`config.mk`:
```
export PLATFORM = sky130hd
export DESIGN_NAME = stk_engine
export DESIGN_NICKNAME = d
export VERILOG_FILES = /design/src/rtl/stk_pkg.sv /design/src/rtl/stk_ctrl.sv /design/src/rtl/stk_ptr.sv /design/src/rtl/stk_bytemem.sv /design/src/rtl/stk_engine.sv
export SDC_FILE = /design/constraint.sdc
export NUM_CORES = 2
export LEC_CHECK = 0
export BUFFER_PORTS_ARGS = -buffer_cell sky130_fd_sc_hd__clkbuf_2
export CORE_MARGIN = 2
export CORE_UTILIZATION = 40
export CTS_BUF_LIST = sky130_fd_sc_hd__clkbuf_8
export CTS_CLUSTER_SIZE = 30
export DETAILED_ROUTE_END_ITERATION = 7
export GPL_TIMING_DRIVEN = 0
export HOLD_SLACK_MARGIN = 0.02
export PLACE_DENSITY = 0.56
export SLEW_MARGIN = 10
export SYNTH_ARGS = -nofsm -noshare
export SYNTH_HDL_FRONTEND = slang
export SYNTH_SLANG_ARGS = --single-unit
```
`constraint.sdc`:
```
create_clock -name clk -period 5.2 [get_ports clk]
set_input_delay 1.3 -clock clk [delete_from_list [all_inputs] [get_ports clk]]
set_output_delay 1.3 -clock clk [all_outputs]
set_load 0.01 [all_outputs]
```
`src/rtl/stk_pkg.sv`:
```
// Shared types for the stack controller: sequencer state encoding.
package stk_pkg;
    typedef enum logic [2:0] {
        ST_IDLE = 3'd0,
        ST_DEC  = 3'd1,
        ST_WR   = 3'd2,
        ST_RD   = 3'd3,
        ST_INC  = 3'd4
    } stk_state_e;
endpackage

```
`src/rtl/stk_ctrl.sv`:
```
// Sequencer for push/pop. Push: one pointer-decrement cycle, then one write
// per byte. Pop: one read per byte, then one pointer-increment cycle.
// Assumes UNIT_BYTES is a power of two. Push has priority over pop.
module stk_ctrl
    import stk_pkg::*;
#(
    parameter int UNIT_BYTES = 8,
    localparam int IDX_W = $clog2(UNIT_BYTES)
) (
    input  logic             clk,
    input  logic             rst_n,
    input  logic             push_req,
    input  logic             pop_req,
    output stk_state_e       state,
    output logic [IDX_W-1:0] byte_idx
);
    localparam logic [IDX_W-1:0] LAST_IDX = IDX_W'(UNIT_BYTES - 1);

    stk_state_e state_nx;

    // Next-state selection for the command sequence.
    always_comb begin
        state_nx = state;
        unique case (state)
            ST_IDLE: begin
                if (push_req)      state_nx = ST_DEC;
                else if (pop_req)  state_nx = ST_RD;
            end
            ST_DEC:  state_nx = ST_WR;
            ST_WR:   if (byte_idx == LAST_IDX) state_nx = ST_IDLE;
            ST_RD:   if (byte_idx == LAST_IDX) state_nx = ST_INC;
            ST_INC:  state_nx = ST_IDLE;
            default: state_nx = ST_IDLE;
        endcase
    end

    // State register and byte counter; counter runs during byte phases.
    always_ff @(posedge clk) begin
        if (!rst_n) begin
            state    <= ST_IDLE;
            byte_idx <= '0;
        end else begin
            state <= state_nx;
            if (state == ST_WR || state == ST_RD) byte_idx <= byte_idx + 1'b1;
            else                                  byte_idx <= '0;
        end
    end
endmodule

```
`src/rtl/stk_ptr.sv`:
```
// Stack pointer register: step down, step up, or load. Wraps modulo 2^ADDR_W.
// Assumes at most one of dec/inc/load is high per cycle.
module stk_ptr #(
    parameter int ADDR_W = 8,
    parameter int STEP   = 8
) (
    input  logic              clk,
    input  logic              rst_n,
    input  logic              dec,
    input  logic              inc,
    input  logic              load_en,
    input  logic [ADDR_W-1:0] load_val,
    output logic [ADDR_W-1:0] sp
);
    localparam logic [ADDR_W-1:0] STEP_V = ADDR_W'(STEP);

    // Pointer update, wrapping by natural overflow of ADDR_W bits.
    always_ff @(posedge clk) begin
        if (!rst_n)       sp <= '0;
        else if (dec)     sp <= sp - STEP_V;
        else if (inc)     sp <= sp + STEP_V;
        else if (load_en) sp <= load_val;
    end
endmodule

```
`src/rtl/stk_bytemem.sv`:
```
// Byte-wide data store with one synchronous write port and one
// combinational read port. Contents are not reset.
module stk_bytemem #(
    parameter int ADDR_W = 8,
    localparam int DEPTH = 1 << ADDR_W
) (
    input  logic              clk,
    input  logic              we,
    input  logic [ADDR_W-1:0] addr,
    input  logic [7:0]        wdata,
    output logic [7:0]        rdata
);
    logic [7:0] cells [DEPTH];

    // Byte write on the write strobe.
    always_ff @(posedge clk) begin
        if (we) cells[addr] <= wdata;
    end

    // Asynchronous read of the addressed byte.
    always_comb rdata = cells[addr];
endmodule

```
`src/rtl/stk_engine.sv`:
```
// Top of the descending stack controller. Owns the pointer, the byte store
// and the sequencer; captures push data on acceptance and assembles popped
// bytes little-endian. Inputs are ignored while a sequence runs.
module stk_engine
    import stk_pkg::*;
#(
    parameter int PTR_W      = 64,
    parameter int ADDR_W     = 8,
    parameter int UNIT_BYTES = 8
) (
    input  logic                    clk,
    input  logic                    rst_n,
    input  logic                    push_req,
    input  logic [8*UNIT_BYTES-1:0] push_data,
    input  logic                    pop_req,
    input  logic                    load_req,
    input  logic [PTR_W-1:0]        load_ptr,
    output logic                    busy,
    output logic                    pop_valid,
    output logic [8*UNIT_BYTES-1:0] pop_data,
    output logic [PTR_W-1:0]        sp_out
);
    localparam int DATA_W = 8 * UNIT_BYTES;
    localparam int IDX_W  = $clog2(UNIT_BYTES);

    stk_state_e        state;
    logic [IDX_W-1:0]  byte_idx;
    logic [ADDR_W-1:0] sp;
    logic [ADDR_W-1:0] mem_addr;
    logic [7:0]        rd_byte;
    logic [DATA_W-1:0] push_q;
    logic              idle;
    logic              load_en;
    logic              unused_load_hi;

    assign idle           = (state == ST_IDLE);
    assign load_en        = idle && load_req && !push_req && !pop_req;
    assign mem_addr       = sp + ADDR_W'(byte_idx);
    assign unused_load_hi = ^load_ptr[PTR_W-1:ADDR_W];

    stk_ctrl #(.UNIT_BYTES(UNIT_BYTES)) u_ctrl (
        .clk      (clk),
        .rst_n    (rst_n),
        .push_req (push_req),
        .pop_req  (pop_req),
        .state    (state),
        .byte_idx (byte_idx)
    );

    stk_ptr #(.ADDR_W(ADDR_W), .STEP(UNIT_BYTES)) u_ptr (
        .clk      (clk),
        .rst_n    (rst_n),
        .dec      (state == ST_DEC),
        .inc      (state == ST_INC),
        .load_en  (load_en),
        .load_val (load_ptr[ADDR_W-1:0]),
        .sp       (sp)
    );

    stk_bytemem #(.ADDR_W(ADDR_W)) u_mem (
        .clk   (clk),
        .we    (state == ST_WR),
        .addr  (mem_addr),
        .wdata (push_q[8*byte_idx +: 8]),
        .rdata (rd_byte)
    );

    // Capture the push value when a push is accepted.
    always_ff @(posedge clk) begin
        if (!rst_n)                push_q <= '0;
        else if (idle && push_req) push_q <= push_data;
    end

    // Assemble popped bytes by lane and pulse valid after the pointer step.
    always_ff @(posedge clk) begin
        if (!rst_n) begin
            pop_data  <= '0;
            pop_valid <= 1'b0;
        end else begin
            if (state == ST_RD) pop_data[8*byte_idx +: 8] <= rd_byte;
            pop_valid <= (state == ST_INC);
        end
    end

    assign busy   = !idle;
    assign sp_out = {{(PTR_W-ADDR_W){1'b0}}, sp};
endmodule

```
-- Yosys cells after proc, flatten, opt, wreduce, memory -nomap -nowiden
Memory sizes are Yosys's and may differ from the RTL's.
Index checks and enable logic that the tools add are counted.
- output and inout bits: 130
- bits in latches: 0
- register bits: 143
- ROM bits: 0
- memories: 1
- RAM bits: 2048
- multipliers: 0
- reduce and logical (&&, ||, !) cells: 12
- equal/unequal tests: 8
- add/subtract/negate cells: 5
- muxes and demuxes: 11
- div/mod/pow operators: 0
- $lt $le $gt $ge: 0
- shift-type cells: 3
- bitwise gates (word level): 0
- memory list (memory ; depth ; bits a word ; read ports ; clocked after memory_dff ; write ports ; RTL line ; RTL):
    u_mem.cells ; 256 ; 8 ; 1 ; 0 ; 1 ; stk_bytemem.sv:13 ; logic [7:0] cells [DEPTH];
- operators with widths (cell ; count):
    $bwmux 64 ; 1
    $shift 8x34->64 const A ; 1
    $shiftx 64x7->8 ; 1
    $shiftx 8x34->64 ; 1
    $neg 6->34 ; 1
    $mux 8 ; 3
    $mux 3 ; 4
    $pmux 3 s4 ; 1
    $add 8x3->8 ; 1
    $add 8x4->8 const B ; 1
    $sub 8x4->8 const B ; 1
    $eq 3x2->1 const B ; 2
    $eq 3x3->1 const B ; 2
    $logic_and 1x1->1 ; 4
    $add 3x1->3 const B ; 1
    $eq 3x1->1 const B ; 1
    $logic_not 1->1 ; 3
    $logic_not 3->1 ; 1
    $ne 3x3->1 const B ; 1
    $reduce_and 3->1 ; 1
    $reduce_bool 3->1 ; 1
    $mux 1 ; 2
    $ne 2x1->1 const B ; 1
    $ne 2x2->1 const B ; 1
    other kinds (2) ; 2

-- Longest topological paths before layout
- word-level depth: 7
- gate-level depth with buffers: 15

-- Hierarchy
Synthesis repeated with hierarchy kept, for this count alone.
- cell total of the unflattened synthesis: 4313
- area, all modules: 85266.8 µm²
- modules (own cells, without submodules) (module ; times used ; seq. area each (µm²) ; area an instance (µm²) ; cells an instance):
    stk_bytemem ; 1 ; 61499.0 ; 78332.6 ; 3539
    stk_engine ; 1 ; 2582.5 ; 6174.7 ; 686
    stk_ptr ; 1 ; 160.2 ; 525.5 ; 66
    stk_ctrl ; 1 ; 120.1 ; 234.0 ; 22

-- Worst setup path after synthesis
Ideal clock, no wire load.
- kind: reg2reg
- start point: register u_ctrl.byte_idx[1]
- end point: memory u_mem.cells[0][3] (data pin)
- setup time: 0.822 ns
- path slack: -0.071 ns
- stages on the path, launching flop included: 6
- required time: 4.378 ns
- arrival: 4.449 ns
- period minus slack after synthesis: 5.271 ns
- path buffers: 2
- cell sequence: dfxtp_1 clkbuf_1 clkbuf_1 mux4_2 nand2_1 nand2_1
- longest elaborated chain between the ends: 1
- ends and longest elaborated chain (item ; RTL line ; RTL):
    from (decl) ; stk_ctrl.sv:15 ; output logic [IDX_W-1:0] byte_idx
    from (signal assigned) ; stk_ctrl.sv:44 ; if (state == ST_WR || state == ST_RD) byte_idx <= byte_idx + 1'b1;
    $shiftx 64x7->8 ; stk_engine.sv:64 ; .wdata (push_q[8*byte_idx +: 8]),
    net u_mem.wdata[3] ; stk_bytemem.sv:10 ; input logic [7:0] wdata,
    to (decl) ; stk_bytemem.sv:13 ;
The timed path passes the listed nets, and every way through them passes these cells.

-- Worst setup path in the final report
- start point: register u_ptr.sp[1]
- end point: memory u_mem.cells[9][4], enable pin
- longest elaborated chain between the ends: 1
- ends and longest elaborated chain (item ; RTL line ; RTL):
    from (decl) ; stk_ptr.sv:13 ; output logic [ADDR_W-1:0] sp
    from (signal assigned) ; stk_ptr.sv:20 ; else if (dec) sp <= sp - STEP_V;
    from (signal assigned) ; stk_ptr.sv:21 ; else if (inc) sp <= sp + STEP_V;
    from (signal assigned) ; stk_ptr.sv:22 ; else if (load_en) sp <= load_val;
    $add 8x3->8 ; stk_engine.sv:38 ; assign mem_addr = sp + ADDR_W'(byte_idx);
No other way between the ends.

==> results.py <==
metrics = {
    "cts": {
        "clock_latency_ns": 1.08,
        "cts-root-buf": "clkbuf_8",
        "cts_tree": "done",
        "hold_buffers": 0,
        "h-tree-depth": 5,
        "clk_pin_slew_ns": 0.07,
        "clock_sinks": 2191,
        "numCtsBuffers": 372,
        "cts_buffer_depth": 4,
    },
    "pwr": {
        "pwr-share-seq_pct": 52.0,
        "ir_drop_mv": 0.183,
        "clkPwrFrac_pct": 37.4,
        "power.switching_mw": 9.82,
        "internal_power_mw": 27.8,
        "power.leakage_nw": 33.8,
        "swShare_pct": 26.1,
        "p_total_mw": 37.6,
        "combinationalPowerShare_pct": 10.6,
        "power_per_cell_area_mw_per_mm2": 378,
    },
    "die": {
        "die_w_um": 467,
        "rows": 169,
        "die_area_mm2": 0.218,
        "core_mm2": 0.213,
        "ios": 263,
        "fp.dieH_um": 467,
        "initial_core_util_pct": 40.3,
    },
    "drt": {
        "drt_iter0_drc": 7084,
        "wl_per_cell_um": 35.6,
        "wl_mm": 288,
        "ant_nets": 0,
        "drcViolationCount": 0,
        "via_per_inst": 5.98,
        "firstDrtPassIters": 7,
        "vias": 48448,
    },
    "setup_path": {
        "cp.arrival_ns": 6.03,
        "critical_path_peak_fanout": 10,
        "worst-endpoint-required_ns": 5.82,
        "critPathKind": "register to register",
        "start_kind": "register",
        "crit_path_end_kind": "register",
    },
    "global_routing": {
        "grt_overflow_total": 0,
        "grt_max_degree": 133,
        "grt_pass1_vias": 47229,
        "grt_pass1_wl_mm": 390,
        "grt_usage_pct": 26.2,
        "antenna_found_initial": 12,
    },
    "placed_design": {
        "port_buffers": 150,
        "gp_congestion": 1.03,
        "dp_hpwl_mm": 194,
        "place_ws_ns": -2.18,
    },
    "yosys": {
        "ys_types": 78,
        "ys_warn_count": 0,
        "synth_top_area_share_pct": 71.7,
        "synth_area_mm2": 0.0858,
        "ys.flop_type": "edfxtp_1",
        "ys_async_sr_fraction_pct": 0,
        "synth_cells": 4375,
        "avgSynthCellArea_um2": 19.6,
        "ys_top_cells_by_area": "edfxtp_1 72%, mux4_2 14%, dfxtp_1 3.3%",
        "ys_top_cells_by_count": "2048 x edfxtp_1, 536 x mux4_2, 345 x nand2_1",
        "synth_edf_count": 2048,
        "synth_top_area_cell": "edfxtp_1",
        "ys_seq_area_share_pct": 75.0,
        "yosysMostFrequentCell": "edfxtp_1",
        "ys_ff_latch": 2191,
    },
    "sta": {
        "timing.fmax_mhz": 185,
        "hold-worst-slack_ns": 0.444,
        "period_needed_ns": 5.41,
        "final-hold-violation-count": 0,
        "fin_ws_ns": -0.213,
        "clock_skew_ns": 0.0841,
        "slew_viol_final": 0,
        "rsz0062_at_grt": "true",
        "setup_violations": 381,
        "period_share_pct": 104,
        "slew_headroom_pct": 4.20,
        "worst_slew_pin_slew_ns": 1.44,
    },
    "final_layout": {
        "final_nets": 5146,
        "drive_gt1_share_pct": 31.8,
        "fill_cells": 18015,
        "area_growth_pct": 16.0,
    },
    "status": {
        "violations": "setup timing",
        "outcome": "finished, violations left",
    },
    "hold_path": {
        "hp-class": "primary input to register",
    },
    "run": {
        "maxCapViolations": 0,
    },
}
cell usage in the layout (no fill, tap or decap), drive strengths merged, types with 67 or more instances in the layout:
cell type	n
buf	224
nand3	67
mux4	536
edfxtp	2048
mux2i	160
nand2	346
clkinv	117
a21oi	81
o21ai	99
nor2	291
inv	141
clkbuf	665
dfxtp	143
final timing paths:
kind	cells past startpoint	endpoint	from	slack [ns]
min reg2reg	2	pop_data[33]	pop_data[33]	0.45
min	3	push_q[60]	push_data[60]	0.44
max	12	u_mem.cells[9][4]	u_ptr.sp[1]	-0.21
max reg2reg	12	u_mem.cells[9][4]	u_ptr.sp[1]	-0.21
stage by stage:
step	area, um2	util (%)	TNS [ns]	cells
floorplan	86000	-	-5.87	4430
global placement	90300	42.4	-9233.90	7401
detailed placement	91400	43.0	-2666.84	7437
CTS	99000	46.5	-3.05	8089
global route	99500	46.8	-11.32	8093
finish	99500	46.8	-15.14	8095
area by class of cell:
cell class	instances	area, um2	area share [%]
Sequential cell	2191	64400	64.7
Multi-Input combinational cell	1921	21500	21.6
Clock buffer	386	5310	5.34
Tap cell	2821	3530	3.55
Buffer	304	1800	1.81
Timing Repair Buffer	202	1780	1.79
Clock inverter	256	1180	1.19
Inverter	11	41.3	0.0415
Antenna cell	3	7.51	0.00755
repair_timing:
item / CTS / global route
setup buffers: 12 / 3
pin swaps: 7 / 10
gates cloned: 0 / 0
resized for setup: 295 / 142
endpoints found under the setup margin: 2112 / 902
state kept, by name, summed over array words and instances, names as in the netlist:
name and count:
pop_data 64, u_ctrl.state 3, u_ctrl.byte_idx 3, u_ptr.sp 8
u_mem.cells 2048, push_q 64, pop_valid 1
routing by layer:
metal,GRT usage [%],vias to the layer above,part of all wire (%)
met5,0.0659,-,0.020
met1,35.3,25711,39
li1,-,19034,-
met2,39.4,3058,45
met3,8.16,635,11
met4,10.9,10,4.8
kinds of logic after synthesis:
family | after synthesis | share of synthesized area (%)
buffers and inverters | 318 | 1.90
flip-flops | 2191 | 75.0
other | 1 | 0.00437
adder cells (fa/ha/maj) | 10 | 0.155
multiplexers | 705 | 16.1
XOR/XNOR | 3 | 0.0306
AND/OR/NAND/NOR | 783 | 3.83
AO/OA/AOI/OAI | 364 | 2.98
power by group through the flow:
| stage | registers [mW] | clock network [mW] | logic, mW |
|---|---|---|---|
| final | 19.5 | 14.1 | 3.99 |
| after global routing | 19.5 | 15.0 | 4.04 |
| after CTS | 19.5 | 14.2 | 3.86 |
| after detailed placement | 19.9 | 0 | 3.76 |
| after global placement | 20.1 | 0 | 3.60 |
| after floorplan | 20.0 | 0 | 1.94 |
critical path: stages, from the launching register on:
cell and delay [ns]:
dfxtp_1 0.52, ha_1 0.34, a211oi_4 0.50, or3_1 0.19, buf_2 0.23, nand2_4 0.29
buf_6 0.30, buf_6 0.23, buf_4 0.25, buf_4 0.25, nor2_1 0.29, nand2_1 0.43
nor2_1 1.05
Note: power is estimated with default switching activity, not from simulation.
